## src/rtl/rdec_pkg.sv

```systemverilog
package rdec_pkg;

    typedef enum logic [3:0] {
        ALU_ADD   = 4'd0,
        ALU_SUB   = 4'd1,
        ALU_AND   = 4'd2,
        ALU_OR    = 4'd3,
        ALU_XOR   = 4'd4,
        ALU_SLL   = 4'd5,
        ALU_SRL   = 4'd6,
        ALU_SRA   = 4'd7,
        ALU_SEQ   = 4'd8,
        ALU_SNE   = 4'd9,
        ALU_SLT   = 4'd10,
        ALU_SLE   = 4'd11,
        ALU_PASSB = 4'd12
    } alu_op_e;

    typedef enum logic [2:0] {
        IMM_NONE = 3'd0,
        IMM_SX16 = 3'd1,
        IMM_ZX16 = 3'd2,
        IMM_HI16 = 3'd3,
        IMM_SX26 = 3'd4
    } imm_kind_e;

    typedef struct packed {
        alu_op_e   alu;
        imm_kind_e ik;
        logic      opb_imm;
        logic      wr;
        logic      link;
        logic      rd_hi;
        logic      mrd;
        logic      mwr;
        logic      bz;
        logic      bnz;
        logic      jrel;
        logic      jreg;
        logic      bad;
    } ctrl_t;

    localparam int OPC_W  = 6;
    localparam int IMM_W  = 16;
    localparam int JOFF_W = 26;

endpackage

```

## src/rtl/rdec_fields.sv

```systemverilog
module rdec_fields #(
    parameter int XLEN   = 32,
    parameter int RIDX_W = 5
) (
    input  logic [XLEN-1:0]              instr,
    output logic [rdec_pkg::OPC_W-1:0]   opcode,
    output logic [rdec_pkg::OPC_W-1:0]   func,
    output logic [RIDX_W-1:0]            f_rs1,
    output logic [RIDX_W-1:0]            f_rs2,
    output logic [RIDX_W-1:0]            f_rd_r,
    output logic [rdec_pkg::IMM_W-1:0]   f_imm16,
    output logic [rdec_pkg::JOFF_W-1:0]  f_off26
);
    localparam int OPC_LO = XLEN - rdec_pkg::OPC_W;
    localparam int RS1_LO = OPC_LO - RIDX_W;
    localparam int RS2_LO = RS1_LO - RIDX_W;
    localparam int RDR_LO = RS2_LO - RIDX_W;

    logic unused_shamt;

    assign opcode  = instr[XLEN-1:OPC_LO];
    assign func    = instr[rdec_pkg::OPC_W-1:0];
    assign f_rs1   = instr[OPC_LO-1:RS1_LO];
    assign f_rs2   = instr[RS1_LO-1:RS2_LO];
    assign f_rd_r  = instr[RS2_LO-1:RDR_LO];
    assign f_imm16 = instr[rdec_pkg::IMM_W-1:0];
    assign f_off26 = instr[rdec_pkg::JOFF_W-1:0];

    assign unused_shamt = ^instr[RDR_LO-1:rdec_pkg::OPC_W];
endmodule

```

## src/rtl/rdec_ctrl.sv

```systemverilog
module rdec_ctrl
    import rdec_pkg::*;
(
    input  logic [OPC_W-1:0] opcode,
    input  logic [OPC_W-1:0] func,
    output ctrl_t            ctrl
);
    ctrl_t c;

    always_comb begin
        c = '0;
        unique case (opcode)
            6'h00: begin
                c.wr = 1'b1;
                unique case (func)
                    6'h20:   c.alu = ALU_ADD;
                    6'h22:   c.alu = ALU_SUB;
                    6'h24:   c.alu = ALU_AND;
                    6'h25:   c.alu = ALU_OR;
                    6'h26:   c.alu = ALU_XOR;
                    6'h04:   c.alu = ALU_SLL;
                    6'h06:   c.alu = ALU_SRL;
                    6'h07:   c.alu = ALU_SRA;
                    6'h28:   c.alu = ALU_SEQ;
                    6'h29:   c.alu = ALU_SNE;
                    6'h2a:   c.alu = ALU_SLT;
                    6'h2c:   c.alu = ALU_SLE;
                    default: begin
                        c.wr  = 1'b0;
                        c.bad = 1'b1;
                    end
                endcase
            end
            6'h08, 6'h0a, 6'h18, 6'h19, 6'h1a, 6'h1c: begin
                c.opb_imm = 1'b1;
                c.wr      = 1'b1;
                c.rd_hi   = 1'b1;
                c.ik      = IMM_SX16;
                unique case (opcode)
                    6'h0a:   c.alu = ALU_SUB;
                    6'h18:   c.alu = ALU_SEQ;
                    6'h19:   c.alu = ALU_SNE;
                    6'h1a:   c.alu = ALU_SLT;
                    6'h1c:   c.alu = ALU_SLE;
                    default: c.alu = ALU_ADD;
                endcase
            end
            6'h0c, 6'h0d, 6'h0e, 6'h14, 6'h16, 6'h17: begin
                c.opb_imm = 1'b1;
                c.wr      = 1'b1;
                c.rd_hi   = 1'b1;
                c.ik      = IMM_ZX16;
                unique case (opcode)
                    6'h0c:   c.alu = ALU_AND;
                    6'h0d:   c.alu = ALU_OR;
                    6'h0e:   c.alu = ALU_XOR;
                    6'h14:   c.alu = ALU_SLL;
                    6'h16:   c.alu = ALU_SRL;
                    default: c.alu = ALU_SRA;
                endcase
            end
            6'h0f: begin
                c.opb_imm = 1'b1;
                c.wr      = 1'b1;
                c.rd_hi   = 1'b1;
                c.ik      = IMM_HI16;
                c.alu     = ALU_PASSB;
            end
            6'h23: begin
                c.opb_imm = 1'b1;
                c.wr      = 1'b1;
                c.rd_hi   = 1'b1;
                c.ik      = IMM_SX16;
                c.mrd     = 1'b1;
            end
            6'h2b: begin
                c.opb_imm = 1'b1;
                c.rd_hi   = 1'b1;
                c.ik      = IMM_SX16;
                c.mwr     = 1'b1;
            end
            6'h04, 6'h05: begin
                c.opb_imm = 1'b1;
                c.ik      = IMM_SX16;
                c.bz      = (opcode == 6'h04);
                c.bnz     = (opcode == 6'h05);
            end
            6'h02, 6'h03: begin
                c.opb_imm = 1'b1;
                c.ik      = IMM_SX26;
                c.jrel    = 1'b1;
                c.wr      = (opcode == 6'h03);
                c.link    = (opcode == 6'h03);
            end
            6'h12, 6'h13: begin
                c.jreg = 1'b1;
                c.wr   = (opcode == 6'h13);
                c.link = (opcode == 6'h13);
            end
            default: c.bad = 1'b1;
        endcase
    end

    assign ctrl = c;
endmodule

```

## src/rtl/rdec_immgen.sv

```systemverilog
module rdec_immgen
    import rdec_pkg::*;
#(
    parameter int XLEN = 32
) (
    input  imm_kind_e         kind,
    input  logic [IMM_W-1:0]  imm16,
    input  logic [JOFF_W-1:0] off26,
    output logic [XLEN-1:0]   imm_out
);
    localparam int PAD16 = XLEN - IMM_W;
    localparam int PAD26 = XLEN - JOFF_W;

    always_comb begin
        unique case (kind)
            IMM_SX16: imm_out = {{PAD16{imm16[IMM_W-1]}}, imm16};
            IMM_ZX16: imm_out = {{PAD16{1'b0}}, imm16};
            IMM_HI16: imm_out = XLEN'({imm16, {IMM_W{1'b0}}});
            IMM_SX26: imm_out = {{PAD26{off26[JOFF_W-1]}}, off26};
            default:  imm_out = '0;
        endcase
    end
endmodule

```

## src/rtl/rdec_top.sv

```systemverilog
module rdec_top
    import rdec_pkg::*;
#(
    parameter int XLEN     = 32,
    parameter int RIDX_W   = 5,
    parameter int LINK_REG = 31
) (
    input  logic [XLEN-1:0]   instr,
    output logic [RIDX_W-1:0] rs1_idx,
    output logic [RIDX_W-1:0] rs2_idx,
    output logic [RIDX_W-1:0] rd_idx,
    output logic [XLEN-1:0]   imm_val,
    output logic [3:0]        alu_op,
    output logic              opb_is_imm,
    output logic              reg_wr_en,
    output logic              wr_link,
    output logic              mem_rd,
    output logic              mem_wr,
    output logic              br_zero,
    output logic              br_nonzero,
    output logic              jmp_rel,
    output logic              jmp_reg,
    output logic              bad_instr
);
    logic [OPC_W-1:0]  opcode;
    logic [OPC_W-1:0]  func;
    logic [RIDX_W-1:0] rd_r;
    logic [IMM_W-1:0]  imm16;
    logic [JOFF_W-1:0] off26;
    ctrl_t             ctrl;

    rdec_fields #(.XLEN(XLEN), .RIDX_W(RIDX_W)) u_fields (
        .instr   (instr),
        .opcode  (opcode),
        .func    (func),
        .f_rs1   (rs1_idx),
        .f_rs2   (rs2_idx),
        .f_rd_r  (rd_r),
        .f_imm16 (imm16),
        .f_off26 (off26)
    );

    rdec_ctrl u_ctrl (
        .opcode (opcode),
        .func   (func),
        .ctrl   (ctrl)
    );

    rdec_immgen #(.XLEN(XLEN)) u_imm (
        .kind    (ctrl.ik),
        .imm16   (imm16),
        .off26   (off26),
        .imm_out (imm_val)
    );

    always_comb begin
        if (ctrl.link)       rd_idx = RIDX_W'(LINK_REG);
        else if (ctrl.rd_hi) rd_idx = rs2_idx;
        else                 rd_idx = rd_r;
    end

    assign alu_op     = ctrl.alu;
    assign opb_is_imm = ctrl.opb_imm;
    assign reg_wr_en  = ctrl.wr;
    assign wr_link    = ctrl.link;
    assign mem_rd     = ctrl.mrd;
    assign mem_wr     = ctrl.mwr;
    assign br_zero    = ctrl.bz;
    assign br_nonzero = ctrl.bnz;
    assign jmp_rel    = ctrl.jrel;
    assign jmp_reg    = ctrl.jreg;
    assign bad_instr  = ctrl.bad;
endmodule

```

## config.mk

```make
export PLATFORM = sky130hd
export DESIGN_NAME = rdec_top
export DESIGN_NICKNAME = d
export VERILOG_FILES = /design/src/rtl/rdec_pkg.sv /design/src/rtl/rdec_fields.sv /design/src/rtl/rdec_ctrl.sv /design/src/rtl/rdec_immgen.sv /design/src/rtl/rdec_top.sv
export SDC_FILE = /design/constraint.sdc
export NUM_CORES = 1
export LEC_CHECK = 0
export ABC_CLOCK_PERIOD_IN_PS = 2200
export BUFFER_PORTS_ARGS = -buffer_cell sky130_fd_sc_hd__buf_2
export CORE_ASPECT_RATIO = 0.8
export CORE_MARGIN = 3
export CORE_UTILIZATION = 49
export DETAILED_ROUTE_END_ITERATION = 7
export GPL_TIMING_DRIVEN = 0
export PLACE_DENSITY_LB_ADDON = 0.2
export SETUP_SLACK_MARGIN = 0.02
export SLEW_MARGIN = 25
export SYNTH_ARGS = -nofsm -noshare
export SYNTH_HDL_FRONTEND = slang
export SYNTH_SLANG_ARGS = --single-unit
```

## constraint.sdc

```tcl
create_clock -name vclk -period 2.2
set_input_delay 0.11 -clock vclk [all_inputs]
set_output_delay 0.11 -clock vclk [all_outputs]
set_load 0.03 [all_outputs]
```

### Yosys cells after proc, flatten, opt, wreduce, memory -nomap -nowiden

Index checks and enable logic that the tools add are counted.

* output and inout bits: 61
* bits in writable memories: 0
* bits in read-only memories: 0
* flip-flop bits (word level): 0
* latch bits: 0
* memories: 0
* input bits: 32
* word-level logic and storage cells: 67

* $add $sub $neg: 0
* order comparisons: 0
* eq/ne operators: 37
* multipliers: 0
* div/mod/pow operators: 0
* reduce and logical (&&, ||, !) cells: 11
* mux-type cells: 19
* bitwise operators: 0
* shift-type cells: 0

Operators by type and width (count)
* 32-bit one-hot mux with 4 select lines: 1
* 6-bit == test, second input constant: 11
* 6-bit by 5-bit == test with 1-bit output, second input constant: 9
* 4-bit one-hot mux with 11 select lines: 1
* 6-bit by 4-bit == test with 1-bit output, second input constant: 6
* 4-bit one-hot mux with 4 select lines: 2
* 6-bit by 3-bit == test with 1-bit output, second input constant: 5
* 21-bit OR reduction: 1
* 4-bit one-hot mux with 5 select lines: 1
* 3-bit one-hot mux with 5 select lines: 1
* 15-bit OR reduction: 1
* 14-bit OR reduction: 1
* 6-bit by 2-bit == test with 1-bit output, second input constant: 2
* 12-bit OR reduction: 1
* 6-bit OR reduction: 2
* 5-bit two-way mux: 2
* 10-bit OR reduction: 1
* 1-bit two-way mux: 7
* 3-bit by 2-bit == test with 1-bit output, second input constant: 2
* 6-bit logical NOT: 1
* 2-bit OR reduction: 3
* 1-bit one-hot mux with 2 select lines: 2
* 1-bit one-hot mux with 4 select lines: 1
* 3-bit by 1-bit == test with 1-bit output, second input constant: 1
* 2 further kinds: 2

### Depth between registers and ports, before layout

* word-level depth: 5
* depth in mapped cells: 7
* depth with buffers taken out: 4

### By module

Synthesis repeated with hierarchy kept, for this count alone.

* cell total of the unflattened synthesis: 309
* area total of the unflattened synthesis: 2267.2 µm²

By module, submodules not included
* rdec_immgen: area each 889.6 µm², cells an instance 102, times used 1, seq. area each 0.0 µm²
* rdec_ctrl: area each 777.0 µm², cells an instance 127, times used 1, seq. area each 0.0 µm²
* rdec_fields: area each 518.0 µm², cells an instance 69, times used 1, seq. area each 0.0 µm²
* rdec_top: area each 82.6 µm², cells an instance 11, times used 1, seq. area each 0.0 µm²

### Worst setup path after synthesis

OpenSTA, ideal clock, no wires.

* path type: input to output
* from: in instr[29]
* to: out imm_val[31]
* stages: 6
* arrival: 1.635 ns
* data required time: 2.090 ns
* buffers on the path: 3
* slack: 0.455 ns
* cell sequence: buf_6 -> buf_2 -> nor4_4 -> buf_2 -> a21oi_1 -> a21oi_1

* longest elaborated chain between the ends: 5
* elaborated cells on any way between the ends: 28
* classes of those cells: 23 x eq/ne; 2 x mux; 3 x reduce/logical

Ends and longest elaborated chain
* start: declaration: RTL line rdec_top.sv:8 `input logic [XLEN-1:0] instr,`
* 6-bit == test (tied with other cells): RTL line rdec_ctrl.sv:12 `unique case (opcode)`
* 10-bit OR reduction (no source line) (tied with other cells)
* 4-bit one-hot mux with 4 select lines (*): RTL line rdec_ctrl.sv:12
* 3-bit == test (tied with other cells): RTL line rdec_immgen.sv:15 `unique case (kind)`
* 32-bit one-hot mux with 4 select lines (*): RTL line rdec_immgen.sv:15
* end: declaration: RTL line rdec_top.sv:12 `output logic [XLEN-1:0] imm_val,`

Mark *: on every way between the ends. The rest lies on a longest branch, timed or not.

### Worst setup path in the final report

* from: in instr[30]
* to: out imm_val[31]

The elaborated chain is that of the path after synthesis.

==> results.sh <==
export IMPL_grt_pass1_wl_um=7990
export IMPL_start_kind="primary input"
export IMPL_ys_warn_count=0
export IMPL_synth_xor_area_share_pct=1.76
export IMPL_layout_nets=337
export IMPL_place_area_mm2=0.00198
export IMPL_post_cts_resized=0
export IMPL_die_height_um=55.4
export IMPL_seq_cells=0
export IMPL_dp_cells=341
export IMPL_area_delta_synth_final_pct=32.6
export IMPL_start_util_pct=52.9
export IMPL_hold_buffers=0
export IMPL_cp_startpoint="instr[30]"
export IMPL_max_slew_margin_pct=60.0
export IMPL_num_clock_buffers=0
export IMPL_core_area_mm2=0.00283
export IMPL_port_buffers=88
export IMPL_final_cell_area_mm2=0.00198
export IMPL_wirelength_um=4930
export IMPL_max_freq_mhz=542
export IMPL_netlist_cell_type_count=62
export IMPL_worstSetupPathType="primary input to output pin"
export IMPL_status="finished, final reports clean"
export IMPL_drt_iter0_drc=110
export IMPL_cpPeakStageDelay_ns=0.55
export IMPL_setup_slack_ns=0.356
export IMPL_post_cts_setup_buffers=0
export IMPL_fin_crit_sh_pct=83.8
export IMPL_synth_compound_area_share_pct=44.0
export IMPL_antenna_found_initial=0
export IMPL_syn_instance_count=215
export IMPL_drc=0
export IMPL_dr_pass1_iters=5
export IMPL_multiInputGateArea_mm2=0.00124
export IMPL_hold_start="instr[24]"
export IMPL_route_antenna_remaining_nets=0
export IMPL_layout_common_cells="97 x buf_2, 25 x nand2_1, 16 x buf_4"
export IMPL_drv_cap=0
export IMPL_n_antenna_cell=0
export IMPL_powerDensity_mw_per_mm2=255
export IMPL_whs_ns=0.575
export IMPL_grtUsageTotal_pct=25.3
export IMPL_syn_num_nets=247
export IMPL_ios=93
export IMPL_min_period_ns=1.84
export IMPL_finalNonFillerCells=341
export IMPL_grt_max_degree=11
export IMPL_hold_violations=0
export IMPL_die_area_mm2=0.00375
export IMPL_seqCellArea_um2=0
export IMPL_min_path_type="primary input to output pin"
export IMPL_crit_path_end_kind="output pin"
export IMPL_grt_overflow_total=0
export IMPL_setup_violations=0
export IMPL_yosys_area_share_simple_pct=32.1
export IMPL_drive_gt1_share_pct=46.2
export IMPL_tightest_slew_ns=0.594
export IMPL_synth_top_family_by_area="compound AO/OA/AOI/OAI gates"
export IMPL_rsz0062_at_grt="no"
export IMPL_final_common_cell="buf_2"
export IMPL_vdd_drop_max_v=0.000151
export IMPL_finalMaxSlewViolations=0
export IMPL_num_rows=17
export IMPL_path_cells="buf_2 -> buf_2 -> buf_4 -> nor4_1 -> a211oi_1 -> a21oi_1 -> buf_2"
export IMPL_crit_top_cell="buf_2"
export IMPL_synth_area_mux_share_pct=4.02
export IMPL_place_congestion=0.949
export IMPL_arrival_ns=1.73
export IMPL_vias=1975
export IMPL_slowest_stage="nor4_1"
export IMPL_synth_avg_cell_area_um2=6.95
export IMPL_fp_dieW_um=67.8
export IMPL_syn_cell_area_mm2=0.00150
export IMPL_fin_tns_setup_ns=0
export IMPL_dpl_hpwl_um=3820
export IMPL_power_leakage_uw=0.00104
export IMPL_grt_pass1_vias=1652
export IMPL_seq_area_frac_synth_pct=0
export IMPL_pre_cts_ws_ns=0.397
export IMPL_wl_per_cell_um=14.4
export IMPL_cp_required_ns=2.09
export IMPL_crit_fanout=10
export IMPL_num_fill_cells=268
export IMPL_viasPerCell=5.79
export IMPL_synthAdderAreaFrac_pct=1.34
[cell type report]
cell class / instances / area share (%)
well taps: 38 / 2.40
repair buffers: 88 / 22.2
multi-input cells: 175 / 62.7
inverters: 6 / 1.14
plain buffers: 34 / 11.5
[critical path, delay by kind of cell]
| kind | cells | cell delay (ns) |
|---|---|---|
| AO/OA/AOI/OAI | 2 | 0.30 |
| buffers and inverters | 4 | 0.78 |
| AND/OR/NAND/NOR | 1 | 0.55 |
[metal layers]
| metal | routed length, µm | vias up | GRT usage (%) | share of wire (%) |
|---|---|---|---|---|
| li1 | - | 970 | - | - |
| met1 | 2160 | 907 | 37.9 | 44 |
| met2 | 2310 | 94 | 40.6 | 47 |
| met3 | 437 | 4 | 2.03 | 8.9 |
| met4 | 15 | 0 | 1.45 | 0.30 |
| met5 | 0 | - | 0 | 0 |
[cells by family (layout without fill, tap and decap cells)]
family                     after synthesis  after routing
AOI/OAI and AO/OA                       79             79
xor gates and xnor gates                 3              3
adders and majority gates                2              2
buffers and inverters                   40            128
muxes                                    6              6
and+or+nand+nor                         85             85
[per-stage QoR]
step | util [%] | total power (µW)
2_1_floorplan | - | 365
3_3_place_gp | 70.1 | 500
3_5_place_dp | 70.1 | 502
4_1_cts | 70.1 | 504
5_1_grt | 70.1 | 543
6_report | 70.1 | 506
[where the power goes]
part | internal [µW] | leakage (µW) | switching (µW) | total, µW
Sequential | 0 | 0 | 0 | 0
Combinational | 176 | 0.00104 | 330 | 506
Clock | 0 | 0 | 0 | 0
[synth_stat cells, types with 4 or more instances]
cell type  instances  area (µm²)
nand2_1           25        93.8
mux2i_1            6        60.1
a221oi_1           9        78.8
o21ai_0            5        25.0
buf_6              4        45.0
and3_1             4        25.0
a21boi_2           8        90.1
a21boi_1           6        45.0
nor2_1            13        48.8
buf_4             16         120
buf_2              9        45.0
nand3_1            6        30.0
nand2b_1          11        68.8
a21oi_1           12        60.1
nor3_1             6        30.0
a211oi_1           5        37.5
inv_1              6        22.5
clkbuf_1           5        18.8
[worst paths after layout]
check	end	slack, ns	cells after the start
max	imm_val[31]	0.36	7
min	rs1_idx[3]	0.57	3
Power figures use the tool's default switching activity.
